**src/rtl/adc_cap_pkg.sv**
```systemverilog
// Shared types for the dual-channel capture front end.
package adc_cap_pkg;
    localparam int unsigned NCH = 2;

    // Host-side control image, one stage before the converter pins.
    typedef struct packed {
        logic           pd;
        logic           fmt_twos;
        logic [NCH-1:0] oe;
    } host_ctl_t;
endpackage

```
**src/rtl/adc_ctl_regs.sv**
```systemverilog
// Control register stage: drives the converter's power-down, coding-select and
// active-low output-enable pins from the host image, one clock late. It also
// raises the disturbance indications the validity trackers need.
// Assumes host inputs are synchronous to clk.
module adc_ctl_regs
    import adc_cap_pkg::*;
(
    input  logic           clk,
    input  logic           rst_n,
    input  host_ctl_t      host,
    output logic           pd_q,
    output logic           fmt_q,
    output logic [NCH-1:0] oe_n_q,
    output logic           pd_hold,
    output logic           fmt_evt,
    output logic [NCH-1:0] oe_evt
);

    // Register the converter pins; reset leaves both buses disabled.
    always_ff @(posedge clk) begin
        if (!rst_n) begin
            pd_q   <= 1'b0;
            fmt_q  <= 1'b0;
            oe_n_q <= '1;
        end else begin
            pd_q   <= host.pd;
            fmt_q  <= host.fmt_twos;
            oe_n_q <= ~host.oe;
        end
    end

    // Disturbance indications, valid in the cycle before the pins change.
    always_comb begin
        pd_hold = host.pd | pd_q;
        fmt_evt = host.fmt_twos ^ fmt_q;
        oe_evt  = host.oe & oe_n_q;
    end

    AST_CTL_FOLLOW: assert property (@(posedge clk) disable iff (!rst_n)
        $past(rst_n) |-> (pd_q == $past(host.pd) && fmt_q == $past(host.fmt_twos)
                          && oe_n_q == ~$past(host.oe)));

endmodule

```
**src/rtl/adc_valid_tracker.sv**
```systemverilog
// Per-channel validity tracker: a down-counter that must reach zero before the
// channel's strobe is raised. Power-down reloads the recovery-plus-latency
// window; a coding change or re-enable raises the count to at least the
// guard-plus-latency window; reset loads the pipeline latency.
module adc_valid_tracker #(
    parameter int unsigned LATENCY     = 6,
    parameter int unsigned GUARD       = 8,
    parameter int unsigned RECOVER_CYC = 33000
) (
    input  logic clk,
    input  logic rst_n,
    input  logic pd_hold,
    input  logic disturb,
    input  logic chan_on,
    output logic vld
);
    localparam int unsigned LOAD_PD = RECOVER_CYC + LATENCY;
    localparam int unsigned LOAD_GD = GUARD + LATENCY;
    localparam int unsigned CW      = $clog2(LOAD_PD + LOAD_GD + 1) + 1;
    localparam logic [CW-1:0] K_LAT = CW'(LATENCY);
    localparam logic [CW-1:0] K_PD  = CW'(LOAD_PD);
    localparam logic [CW-1:0] K_GD  = CW'(LOAD_GD);

    logic [CW-1:0] cnt;

    // Load or count down the hold-off window.
    always_ff @(posedge clk) begin
        if (!rst_n) begin
            cnt <= K_LAT;
        end else if (pd_hold) begin
            cnt <= K_PD;
        end else if (disturb) begin
            if (cnt < K_GD) cnt <= K_GD;
        end else if (cnt != '0) begin
            cnt <= cnt - 1'b1;
        end
    end

    // Strobe only with an expired window and an enabled bus.
    always_comb vld = (cnt == '0) && chan_on;

    AST_PD_BLOCKS_VALID: assert property (@(posedge clk) disable iff (!rst_n)
        pd_hold |=> !vld);
    AST_RELEASE_QUIET: assert property (@(posedge clk) disable iff (!rst_n)
        $fell(pd_hold) |-> !vld);
    AST_DISTURB_GUARD: assert property (@(posedge clk) disable iff (!rst_n)
        disturb |=> !vld);

endmodule

```
**src/rtl/adc_lane.sv**
```systemverilog
// One capture lane: latches the converter bus on the falling edge, converts it
// to two's complement on the next rising edge and flags the full-scale codes.
// Assumes fmt_twos is the coding select currently driven to the converter.
module adc_lane #(
    parameter int unsigned DW = 11
) (
    input  logic                 clk,
    input  logic                 rst_n,
    input  logic [DW-1:0]        raw,
    input  logic                 fmt_twos,
    output logic signed [DW-1:0] smp,
    output logic                 ovr,
    output logic                 und
);
    localparam logic [DW-1:0] POS_FS = {1'b0, {(DW-1){1'b1}}};
    localparam logic [DW-1:0] NEG_FS = {1'b1, {(DW-1){1'b0}}};

    logic [DW-1:0] cap;
    logic [DW-1:0] norm;

    // Falling-edge capture; pure data path, so no reset is needed.
    always_ff @(negedge clk) begin
        cap <= raw;
    end

    // Offset binary becomes two's complement by flipping the MSB.
    always_comb norm = fmt_twos ? cap : {~cap[DW-1], cap[DW-2:0]};

    // Register the sample and its range flags together.
    always_ff @(posedge clk) begin
        if (!rst_n) begin
            smp <= '0;
            ovr <= 1'b0;
            und <= 1'b0;
        end else begin
            smp <= $signed(norm);
            ovr <= (norm == POS_FS);
            und <= (norm == NEG_FS);
        end
    end

    AST_FLAG_EXCLUSIVE: assert property (@(posedge clk) disable iff (!rst_n)
        !(ovr && und));

endmodule

```
**src/rtl/dual_adc_capture.sv**
```systemverilog
// Top of the dual-channel capture front end. Contains one control register
// stage and, per channel, a capture lane and a validity tracker.
// Assumes converter buses and host inputs are synchronous to clk.
module dual_adc_capture
    import adc_cap_pkg::*;
#(
    parameter int unsigned DW          = 11,
    parameter int unsigned LATENCY     = 6,
    parameter int unsigned GUARD       = 8,
    parameter int unsigned RECOVER_CYC = 33000
) (
    input  logic                 clk,
    input  logic                 rst_n,
    input  logic                 host_pd,
    input  logic                 host_fmt_twos,
    input  logic                 host_oe_a,
    input  logic                 host_oe_b,
    input  logic [DW-1:0]        adc_da,
    input  logic [DW-1:0]        adc_db,
    output logic                 adc_pd,
    output logic                 adc_fmt,
    output logic                 adc_oe_n_a,
    output logic                 adc_oe_n_b,
    output logic signed [DW-1:0] smp_a,
    output logic signed [DW-1:0] smp_b,
    output logic                 vld_a,
    output logic                 vld_b,
    output logic                 ovr_a,
    output logic                 ovr_b,
    output logic                 und_a,
    output logic                 und_b
);
    host_ctl_t                    host;
    logic [NCH-1:0]               oe_n;
    logic                         pd_hold;
    logic                         fmt_evt;
    logic [NCH-1:0]               oe_evt;
    logic [NCH-1:0][DW-1:0]       raw;
    logic [NCH-1:0][DW-1:0]       smp;
    logic [NCH-1:0]               vld;
    logic [NCH-1:0]               ovr;
    logic [NCH-1:0]               und;

    // Gather host controls and converter buses into channel-indexed form.
    always_comb begin
        host.pd       = host_pd;
        host.fmt_twos = host_fmt_twos;
        host.oe       = {host_oe_b, host_oe_a};
        raw[0]        = adc_da;
        raw[1]        = adc_db;
    end

    adc_ctl_regs u_ctl (
        .clk     (clk),
        .rst_n   (rst_n),
        .host    (host),
        .pd_q    (adc_pd),
        .fmt_q   (adc_fmt),
        .oe_n_q  (oe_n),
        .pd_hold (pd_hold),
        .fmt_evt (fmt_evt),
        .oe_evt  (oe_evt)
    );

    for (genvar ch = 0; ch < NCH; ch++) begin : g_ch
        logic signed [DW-1:0] smp_s;

        adc_lane #(.DW(DW)) u_lane (
            .clk      (clk),
            .rst_n    (rst_n),
            .raw      (raw[ch]),
            .fmt_twos (adc_fmt),
            .smp      (smp_s),
            .ovr      (ovr[ch]),
            .und      (und[ch])
        );

        adc_valid_tracker #(
            .LATENCY     (LATENCY),
            .GUARD       (GUARD),
            .RECOVER_CYC (RECOVER_CYC)
        ) u_trk (
            .clk     (clk),
            .rst_n   (rst_n),
            .pd_hold (pd_hold),
            .disturb (fmt_evt | oe_evt[ch]),
            .chan_on (~oe_n[ch]),
            .vld     (vld[ch])
        );

        always_comb smp[ch] = smp_s;
    end

    // Spread channel-indexed results onto the named ports.
    always_comb begin
        adc_oe_n_a = oe_n[0];
        adc_oe_n_b = oe_n[1];
        smp_a      = $signed(smp[0]);
        smp_b      = $signed(smp[1]);
        vld_a      = vld[0];
        vld_b      = vld[1];
        ovr_a      = ovr[0];
        ovr_b      = ovr[1];
        und_a      = und[0];
        und_b      = und[1];
    end

    AST_PD_HOLDS_BOTH: assert property (@(posedge clk) disable iff (!rst_n)
        adc_pd |-> (!vld_a && !vld_b));

endmodule

```
**config.mk**
```make
export PLATFORM = sky130hd
export DESIGN_NAME = dual_adc_capture
export DESIGN_NICKNAME = d
export VERILOG_FILES = /design/src/rtl/adc_cap_pkg.sv /design/src/rtl/adc_ctl_regs.sv /design/src/rtl/adc_valid_tracker.sv /design/src/rtl/adc_lane.sv /design/src/rtl/dual_adc_capture.sv
export SDC_FILE = /design/constraint.sdc
export NUM_CORES = 1
export LEC_CHECK = 0
export ABC_AREA = 1
export BUFFER_PORTS_ARGS = -buffer_cell sky130_fd_sc_hd__clkbuf_2
export CORE_MARGIN = 4
export CORE_UTILIZATION = 51
export DETAILED_ROUTE_END_ITERATION = 7
export GPL_ROUTABILITY_DRIVEN = 0
export GPL_TIMING_DRIVEN = 0
export PLACE_DENSITY = 0.88
export SLEW_MARGIN = 20
export SYNTH_ARGS = -nofsm -noshare
export SYNTH_HDL_FRONTEND = slang
export SYNTH_SLANG_ARGS = --single-unit
```
**constraint.sdc**
```tcl
create_clock -name clk -period 1.4 [get_ports clk]
set_input_delay 0.14 -clock clk [delete_from_list [all_inputs] [get_ports clk]]
set_output_delay 0.14 -clock clk [all_outputs]
set_load 0.02 [all_outputs]
```
# Word level (Yosys, flattened, before mapping)
# Index checks and enable logic that the tools add are counted.
dict set report totals {
  reg_bits 86
  latchBits 0
  ramBits 0
  romBits 0
  input_bits 28
  out_inout_bits 32
  word_cells 63
  mem_count 0
}
dict set report classes {
  addsub 2
  mul 0
  div 0
  magnitude_cmp 2
  eq_ne 8
  shifts 0
  n_mux 10
  bitwise 11
  n_reduce_logical 15
}
# cell count
set ops {}
lappend ops {{$mux 17} 6}
lappend ops {{$logic_not 17->1} 2}
lappend ops {{$lt 17x4->1 const B} 2}
lappend ops {{$reduce_bool 17->1} 2}
lappend ops {{$sub 17x1->17 const B} 2}
lappend ops {{$mux 16} 2}
lappend ops {{$eq 11x10->1 const B} 2}
lappend ops {{$eq 11x11->1 const B} 2}
lappend ops {{$mux 11} 2}
lappend ops {{$reduce_and 2->1} 4}
lappend ops {{$reduce_bool 3->1} 2}
lappend ops {{$not 1->1} 5}
lappend ops {{$ne 2x2->1 const B} 2}
lappend ops {{$reduce_bool 2->1} 2}
lappend ops {{$ne 3x2->1 const B} 1}
lappend ops {{$ne 3x3->1 const B} 1}
lappend ops {{$or 1x1->1} 3}
lappend ops {{$and 2x2->2} 1}
lappend ops {{$logic_and 1x1->1} 2}
lappend ops {{$not 2->2} 1}
lappend ops {{$reduce_or 2->1} 1}
lappend ops {{$xor 1x1->1} 1}

# Logic depth before layout (Yosys ltp)
# Gate-level depths: netlist (run 1).
dict set report depth {
  depth_word 4
  mapped_depth 13
  ltp_nobuf 13
}

# Modules after synthesis
# Synthesis (run 1) repeated with hierarchy kept, for this count alone.
dict set report unflattened {
  hier_cells 549
  hier_area_um2 3877.5
}
# mod instances cells_each area_each_um2 seq_area_each_um2
set modules_own_cells {}
lappend modules_own_cells {adc_valid_tracker 2 192 1183.6 340.3}
lappend modules_own_cells {adc_lane 2 69 670.6 480.5}
lappend modules_own_cells {adc_ctl_regs 1 20 142.6 80.1}
lappend modules_own_cells {dual_adc_capture 1 7 26.3 0.0}

==> results of run 1 <==
## routing by layer
layer	vias up	part of all wire (%)	track usage [%]
met4	0	13	23.3
met2	665	42	58.8
li1	1957	-	-
met5	-	0	0
met1	2259	30	36.1
met3	311	15	10.4
## flip-flops by register name, summed over array words and instances, names as in the netlist
name,cells
g_ch.u_lane.ovr,2
g_ch.u_lane.und,2
u_ctl.oe_n_q,2
u_ctl.fmt_q,1
g_ch.u_trk.cnt,34
u_ctl.pd_q,1
g_ch.u_lane.smp,22
g_ch.u_lane.cap,22
## synthesized netlist by cell type, types with 4 or more instances
| library cell | n | area share, % |
|---|---|---|
| a21oi_2 | 11 | 2.5 |
| nand2_1 | 154 | 15 |
| clkbuf_1 | 5 | 0.48 |
| dfxtp_1 | 86 | 44 |
| nor2_2 | 16 | 2.6 |
| nor4_1 | 8 | 1.3 |
| nand4_1 | 14 | 2.3 |
| nor2_1 | 64 | 6.2 |
| ha_1 | 4 | 1.3 |
| nand3_1 | 43 | 5.6 |
| nand2_8 | 4 | 2.1 |
| a21oi_1 | 15 | 1.9 |
| inv_2 | 6 | 0.58 |
| nor3_1 | 7 | 0.90 |
| inv_1 | 65 | 6.3 |
| nand2_2 | 4 | 0.65 |
## critical path: cells and delay by family, from the launching register on
kind	cells	cell delay (ns)
AO/OA/AOI/OAI	1	0.24
buffers and inverters	2	0.30
flip-flops	1	0.38
AND/OR/NAND/NOR	6	1.02
## area by class of cell
class	count	area [sq um]
plain buffers	7	56.3
clock buffers	10	128
clock inverters	28	136
fillers	281	1390
inverters	73	333
multi-input cells	366	2610
flip-flops and latches	86	1780
well taps	99	124
repair buffers	107	778
## power by group through the flow
stage	logic, uW	registers, uW	clock network (uW)
finish	1350	2710	2190
global route	1380	2710	2250
CTS	933	2660	1950
detailed placement	683	2700	101
global placement	662	2690	101
floorplan	445	2730	101
## layout by cell type (no fill, tap or decap), types with 6 or more instances in the layout
master	instances
a21oi_2	24
buf_4	31
buf_6	12
clkbuf_2	59
clkbuf_8	9
dfxtp_1	51
dfxtp_2	29
dfxtp_4	6
inv_1	71
inv_2	13
inv_4	7
nand2_1	117
nand2_2	24
nand2_4	18
nand2_8	6
nand3_1	23
nand3_2	13
nand3_4	11
nand4_1	14
nor2_1	37
nor2_2	24
nor2_4	20
## stage by stage
stage          total power, uW  setup TNS [ns]
2_1_floorplan             3270          -0.662
3_5_place_dp              3480           -6.28
6_report                  6250          -17.50
5_1_grt                   6340          -19.24
3_3_place_gp              3450           -4.74
4_1_cts                   5530           -5.46
## kinds of logic (layout without fill, tap and decap cells)
group / after synthesis / in the layout / share of synthesized area [%]
flip-flops: 86 / 86 / 44.4
buffers and inverters: 81 / 225 / 8.56
AND/OR/NAND/NOR: 323 / 324 / 39.1
AO/OA/AOI/OAI: 35 / 35 / 5.94
XOR/XNOR: 3 / 3 / 0.678
adder cells (fa/ha/maj): 4 / 4 / 1.29
## final timing paths
| path | endpoint | slack (ns) | depth (start not counted) |
|---|---|---|---|
| setup / recovery | g_ch[0].u_trk.cnt[7]$_SDFFE_PN0P_ | -0.62 | 9 |
| hold / removal | g_ch[1].u_lane.smp[6]$_SDFF_PN0_ | 0.03 | 3 |
| setup reg to reg | g_ch[0].u_trk.cnt[7]$_SDFFE_PN0P_ | -0.62 | 9 |
| hold reg to reg | g_ch[0].u_trk.cnt[11]$_SDFFE_PP0P_ | 0.54 | 2 |
## timing repair
| item | in CTS | in global routing |
|---|---|---|
| setup buffers | 27 | 18 |
| pin swaps | 29 | 50 |
| hold endpoints to repair | 3 | 0 |
| resized for setup | 108 | 144 |
| cloned | 3 | 0 |
| hold buffers | 3 | 0 |
| endpoints found under the setup margin | 42 | 44 |
==> summary.txt, run 1 <==
Synth
  – Post-synth EDFFs: 0
  – Ys Warns: 0
  – Count of cell types in the netlist: 32
  – Post-synth ARST share: 0%
  – Netlist Area Pre-Place: 3870 sq um
  – Yosys reg bits: 86
  – Net Count, Synth: around 560
  – Sequential-to-total area share from yosys stat: approximately 44%
  – Ys flop type: dfxtp_1
  – Syn avg cell area: between 7 and 8 sq um
  – Syn Inst Count: 532

Global routing
  – First-pass GRT wire length: 23.7 mm
  – Number of global-route vias before repair: 4758
  – Total track usage: 34.4%
  – Total gr overflow: 0
  – Largest net degree at the start of global routing: 17
  – Initial antenna violation count: 0

Timing
  – Fin Hold WS: roughly 0.03 ns
  – Worst slew pin tran: approximately 0.64 ns
  – Period minus WS final: roughly 2 ns
  – Skew final: between 0.08 and 0.09 ns
  – Final-report setup violation count: 47
  – Final period util: 145%
  – Setup WS post-layout: -0.625 ns
  – Fin. Hold Viols: 0
  – Slew margin rel.: a little under three fifths
  – Slew Limit Fails: 0
  – RSZ-0062 raised after global routing: yes
  – Max Fclk: between 400 and 500 MHz

Placed design
  – Placed cells: just under 700
  – Pre-CTS setup slack: -0.243 ns
  – Number of port buffers: slightly below 60
  – HPWL Detailed: between 6 and 7 mm
  – Post-DP Area: about 4300 sq um

CTS
  – CTS Root Buffer Type: clkbuf_8
  – Clk_lat worst skew: 0.47 ns
  – Clk sinks: 86
  – Buffer levels on the longest clock path: 2
  – CTS H-tree depth: 3
  – Inserted Clock Buffers: 9
  – Reg clk slew, reported paths: ~0.11 ns
  – CTS tree: yes

Floorplan
  – Die Span Y: roughly 95 um
  – Die X-Extent: between 90 and 100 um
  – Core box area: about 7300 sq um
  – Row cnt: 31
  – Initial Utilization: a little over half
  – Die area: slightly above 9000 sq um
  – IO Count: 60

Power
  – P_sw: approximately 2400 uW
  – VDD IR max: 1600 uV
  – Power Dens Cells: 1050 nW/um^2
  – Combinational power share: around 22%
  – Leakage: approximately 0.0028 uW
  – Clock power frac: 35.0%
  – Net Sw Frac: between 30% and 40%
  – Sequential share of power: approximately 43%
  – Internal: 3820 uW

Final layout
  – Syn-to-layout area delta: 53.4%
  – Ant diodes: 0
  – Finished Layout Cells: approximately 780
  – Fraction of layout cells with a size suffix above 1: 50.8%
  – Util after Layout: roughly 81%
  – Finished Cell Area: 5940 sq um
  – Layout net count: just over 700

Critical path
  – Worst setup EP type: flip-flop
  – Max stage delay on crit path: approximately 0.38 ns
  – Critical Path RT: approximately 1.7 ns
  – RR Startpoint: g_ch[0].u_trk.cnt[14]$_SDFFE_PP0P_
  – Crit path from: g_ch[0].u_trk.cnt[14]$_SDFFE_PP0P_
  – Critical path peak fanout: 4
  – Arrival @ worst endpoint: 2.35 ns
  – Critical path, cell by cell: buf_4 > nor2_1 > nand2_1 > nor2_4 > nand2_4 > nand2_8 > buf_6 > nand4_1 > a21oi_2
  – CP Class: reg -> reg
  – CP max stage cell: dfxtp_4
  – CP startpoint kind: flip-flop

Detailed routing
  – Via density: ~6.7
  – 1st-iter DRT viols: 908
  – Via count: slightly above 5000
  – Drt first pass iters: 8
  – Final wirelength: 20.6 mm
  – Routed Antenna Nets: 0
  – DRC violations left: 55
  – Drt wl/cell: about 27 um

Worst hold path
  – Worst min-delay path class: in -> reg
  – Worst hold start: rst_n

Outcome
  – Failing checks: DRC, setup timing
  – Status: complete, but fails checks

Job
  – Max-cap violations: 0
Power figures use the tool's default switching activity.
==> run 2: changes to the inputs <==
--- a/config.mk
+++ b/config.mk
@@ -8,11 +8,12 @@
 export ABC_AREA = 1
 export BUFFER_PORTS_ARGS = -buffer_cell sky130_fd_sc_hd__clkbuf_2
 export CORE_MARGIN = 4
-export CORE_UTILIZATION = 51
+export CORE_UTILIZATION = 53
+export CTS_BUF_LIST = sky130_fd_sc_hd__clkbuf_4 sky130_fd_sc_hd__clkbuf_8
 export DETAILED_ROUTE_END_ITERATION = 7
 export GPL_ROUTABILITY_DRIVEN = 0
 export GPL_TIMING_DRIVEN = 0
-export PLACE_DENSITY = 0.88
+export PLACE_DENSITY = 0.9
 export SLEW_MARGIN = 20
 export SYNTH_ARGS = -nofsm -noshare
 export SYNTH_HDL_FRONTEND = slang
==> run 2 against run 1 <==
The flow still finishes with violations (DRC, setup timing). Wire length rose by 8.1%. First-iteration DRC count rose by 49%. Die area fell by 3.5%. Critical path depth fell by 1. Setup slack improved by 0.0077 ns. Worst hold slack improved by 0.091 ns.
==> summary.txt, run 2 (synthesis gave the netlist of run 1 again) <==
Outcome
  – Status: complete, but fails checks (unchanged)
  – Failing checks: DRC, setup timing (unchanged)

Global routing
  – Initial antenna violation count: 0 (unchanged)
  – Total track usage: 37.7% (was 34.4%)
  – Number of global-route vias before repair: 4780 (was 4758)
  – First-pass GRT wire length: 25.4 mm (was 23.7 mm)
  – Largest net degree at the start of global routing: 17 (unchanged)
  – Total gr overflow: 0 (unchanged)

Final layout
  – Syn-to-layout area delta: 55.9% (was 53.4%)
  – Util after Layout: 87.0% (was 81.1%)
  – Commonest cells after routing, fill and taps aside: nand2_1 (114), inv_1 (74), clkbuf_2 (58), dfxtp_1 (48) (was nand2_1 (117), inv_1 (71), clkbuf_2 (59), dfxtp_1 (51), nor2_1 (37))
  – Fraction of layout cells with a size suffix above 1: 51.9% (was 50.8%)
  – Finished Cell Area: 6040 sq um (was 5940 sq um)
  – Number of flip-flops in the largest register: 34 (unchanged)
  – Leading cell type in the layout, fill and taps excluded: nand2_1 (unchanged)
  – Layout net count: 711 (was 704)
  – Largest regs: g_ch.u_trk.cnt x34, g_ch.u_lane.cap x22, g_ch.u_lane.smp x22 (unchanged)
  – Top reg by flops: g_ch.u_trk.cnt (unchanged)
  – Ant diodes: 0 (unchanged)

Timing
  – Skew final: 0.0872 ns (was 0.0890 ns)
  – Final-report setup violation count: 50 (was 47)
  – Fin. Hold Viols: 0 (unchanged)
  – Setup_tns: -16.21 ns (was -17.50 ns)
  – Worst slew pin tran: 0.772 ns (was 0.636 ns)
  – Setup WS post-layout: -0.617 ns (was -0.625 ns)
  – Slew margin rel.: 48.6% (was 57.6%)
  – Period minus WS final: 2.02 ns (about the same)
  – Slew Limit Fails: 0 (unchanged)
  – Final period util: 144% (was 145%)
  – Max Fclk: 496 MHz (was 494 MHz)
  – RSZ-0062 raised after global routing: yes (unchanged)

CTS
  – Reg clk slew, reported paths: 0.10 ns (was 0.11 ns)
  – Buffer levels on the longest clock path: 2 (unchanged)
  – CTS Root Buffer Type: clkbuf_8 (unchanged)
  – CTS H-tree depth: 3 (unchanged)
  – Clk_lat worst skew: 0.47 ns (about the same)
  – Inserted Clock Buffers: 9 (unchanged)
  – CTS tree: yes (unchanged)
  – Clk sinks: 86 (unchanged)

Critical path
  – Worst setup EP type: flip-flop (unchanged)
  – Critical Path RT: 1.70 ns (was 1.72 ns)
  – Max stage delay on crit path: 0.40 ns (was 0.38 ns)
  – Critical path's top delay family: simple AND/OR/NAND/NOR gates (unchanged)
  – CP max stage cell: dfxtp_1 (was dfxtp_4)
  – Buffer and inverter count on the worst path: 1 (was 2)
  – RR Startpoint: g_ch[0].u_trk.cnt[4]$_SDFFE_PP0P_ (was g_ch[0].u_trk.cnt[14]$_SDFFE_PP0P_)
  – Worst r2r path cells: 8 (was 9)
  – Critical path peak fanout: 5 (was 4)
  – CP Class: reg -> reg (unchanged)
  – Worst R2R Setup Slack: -0.62 ns (about the same)
  – R2R Path End: g_ch[0].u_trk.cnt[5]$_SDFFE_PN0P_ (was g_ch[0].u_trk.cnt[7]$_SDFFE_PN0P_)
  – Critical path, cell by cell: nor2_1 > inv_1 > nor2_4 > nand2_1 > nand2_1 > nand3_4 > nand2_2 > nor2_2 (was buf_4 > nor2_1 > nand2_1 > nor2_4 > nand2_4 > nand2_8 > buf_6 > nand4_1 > a21oi_2)
  – CP startpoint kind: flip-flop (unchanged)
  – Most used cell, CP: nand2_1
  – Arrival @ worst endpoint: 2.31 ns (was 2.35 ns)

Floorplan
  – Die Span Y: 93.5 um (was 95.2 um)
  – IO Count: 60 (unchanged)
  – Core box area: 6940 sq um (was 7330 sq um)
  – Row cnt: 30 (was 31)
  – Initial Utilization: 55.8% (was 52.8%)
  – Die area: 8740 sq um (was 9050 sq um)
  – Die X-Extent: 93.5 um (was 95.2 um)

Detailed routing
  – Final wirelength: 22.3 mm (was 20.6 mm)
  – Drt first pass iters: 8 (unchanged)
  – Routed Antenna Nets: 0 (unchanged)
  – Via count: 5471 (was 5192)
  – Via density: 7.01 (was 6.69)
  – 1st-iter DRT viols: 1355 (was 908)
  – Drt wl/cell: 28.5 um (was 26.5 um)
  – DRC violations left: 172 (was 55)

Power
  – Leakage: 0.00281 uW (was 0.00278 uW)
  – VDD IR max: 1120 uV (was 1600 uV)
  – Power Dens Cells: 1060 nW/um^2 (was 1050 nW/um^2)
  – Tot Pwr: 6430 uW (was 6250 uW)

Placed design
  – Post-DP Area: 4340 sq um (was 4350 sq um)
  – Pre-CTS setup slack: -0.255 ns (was -0.243 ns)
  – HPWL Detailed: 7.07 mm (was 6.93 mm)
  – Number of port buffers: 59 (unchanged)

Worst hold path
  – Worst min-delay path class: in -> reg (unchanged)
  – Hold depth: 3 (unchanged)
  – Hold-critical path endpoint: g_ch[1].u_lane.smp[6]$_SDFF_PN0_ (unchanged)
  – Worst hold start: rst_n (unchanged)

Job
  – Max-cap violations: 0 (unchanged)
==> run 2: worst max path at each step <==
stage                                      startpoint                           endpoint  cells past startpoint
finish              g_ch[0].u_trk.cnt[4]$_SDFFE_PP0P_  g_ch[0].u_trk.cnt[5]$_SDFFE_PN0P_                      8
global placement                u_ctl.pd_q$_SDFF_PN0_  g_ch[1].u_trk.cnt[2]$_SDFFE_PP1P_                      6
CTS                     g_ch[1].u_lane.cap[0]$_DFF_N_      g_ch[1].u_lane.und$_SDFF_PN0_                      3
detailed placement  g_ch[1].u_trk.cnt[0]$_SDFFE_PP0P_  g_ch[1].u_trk.cnt[1]$_SDFFE_PP1P_                     12
floorplan               g_ch[0].u_lane.cap[5]$_DFF_N_      g_ch[0].u_lane.und$_SDFF_PN0_                      3
global route        g_ch[0].u_trk.cnt[4]$_SDFFE_PP0P_  g_ch[0].u_trk.cnt[5]$_SDFFE_PN0P_                      8
==> run 2: area by class of cell <==
| cell class | count | area (sq um) |
|---|---|---|
| Buffer | 7 | 50.0 |
| Clock buffer | 11 | 145 |
| Clock inverter | 27 | 131 |
| Fill cell | 234 | 905 |
| Inverter | 73 | 344 |
| Multi-Input combinational cell | 365 | 2640 |
| Sequential cell | 86 | 1790 |
| Tap cell | 96 | 120 |
| Timing Repair Buffer | 115 | 821 |
==> run 2: tightest hold or removal path, delay by kind of cell <==
kind          cells  cell delay (ns)
buf+inv           2             0.21
simple gates      1             0.10
==> run 2: power breakdown <==
part / switching (uW) / internal, uW / leakage [uW] / total, uW
Clock: 1470 / 843 / 0.000219 / 2320
Sequential: 160 / 2560 / 0.000722 / 2720
Combinational: 905 / 495 / 0.00186 / 1400
Total: 2540 / 3890 / 0.00281 / 6430
==> run 2: metrics by stage <==
| stage | instances | hold slack, ns |
|---|---|---|
| after floorplan | 532 | 0.202 |
| after global placement | 687 | 0.303 |
| after detailed placement | 687 | 0.309 |
| after CTS | 758 | 0.0292 |
| after global routing | 780 | 0.112 |
| final | 780 | 0.121 |
==> run 2: per-layer routing <==
layer | track usage [%] | share of wire (%)
met4 | 25.3 | 12
met3 | 12.0 | 17
met5 | 0 | 0
met2 | 62.2 | 40
met1 | 41.3 | 31
==> run 2: timing repair <==
item,4_1_cts,5_1_grt
resized for setup,134,132
pin swaps,41,48
setup buffers,28,24
gates cloned,2,0
hold endpoints to repair,4,0
hold buffers,4,0
setup endpoints to repair,42,44
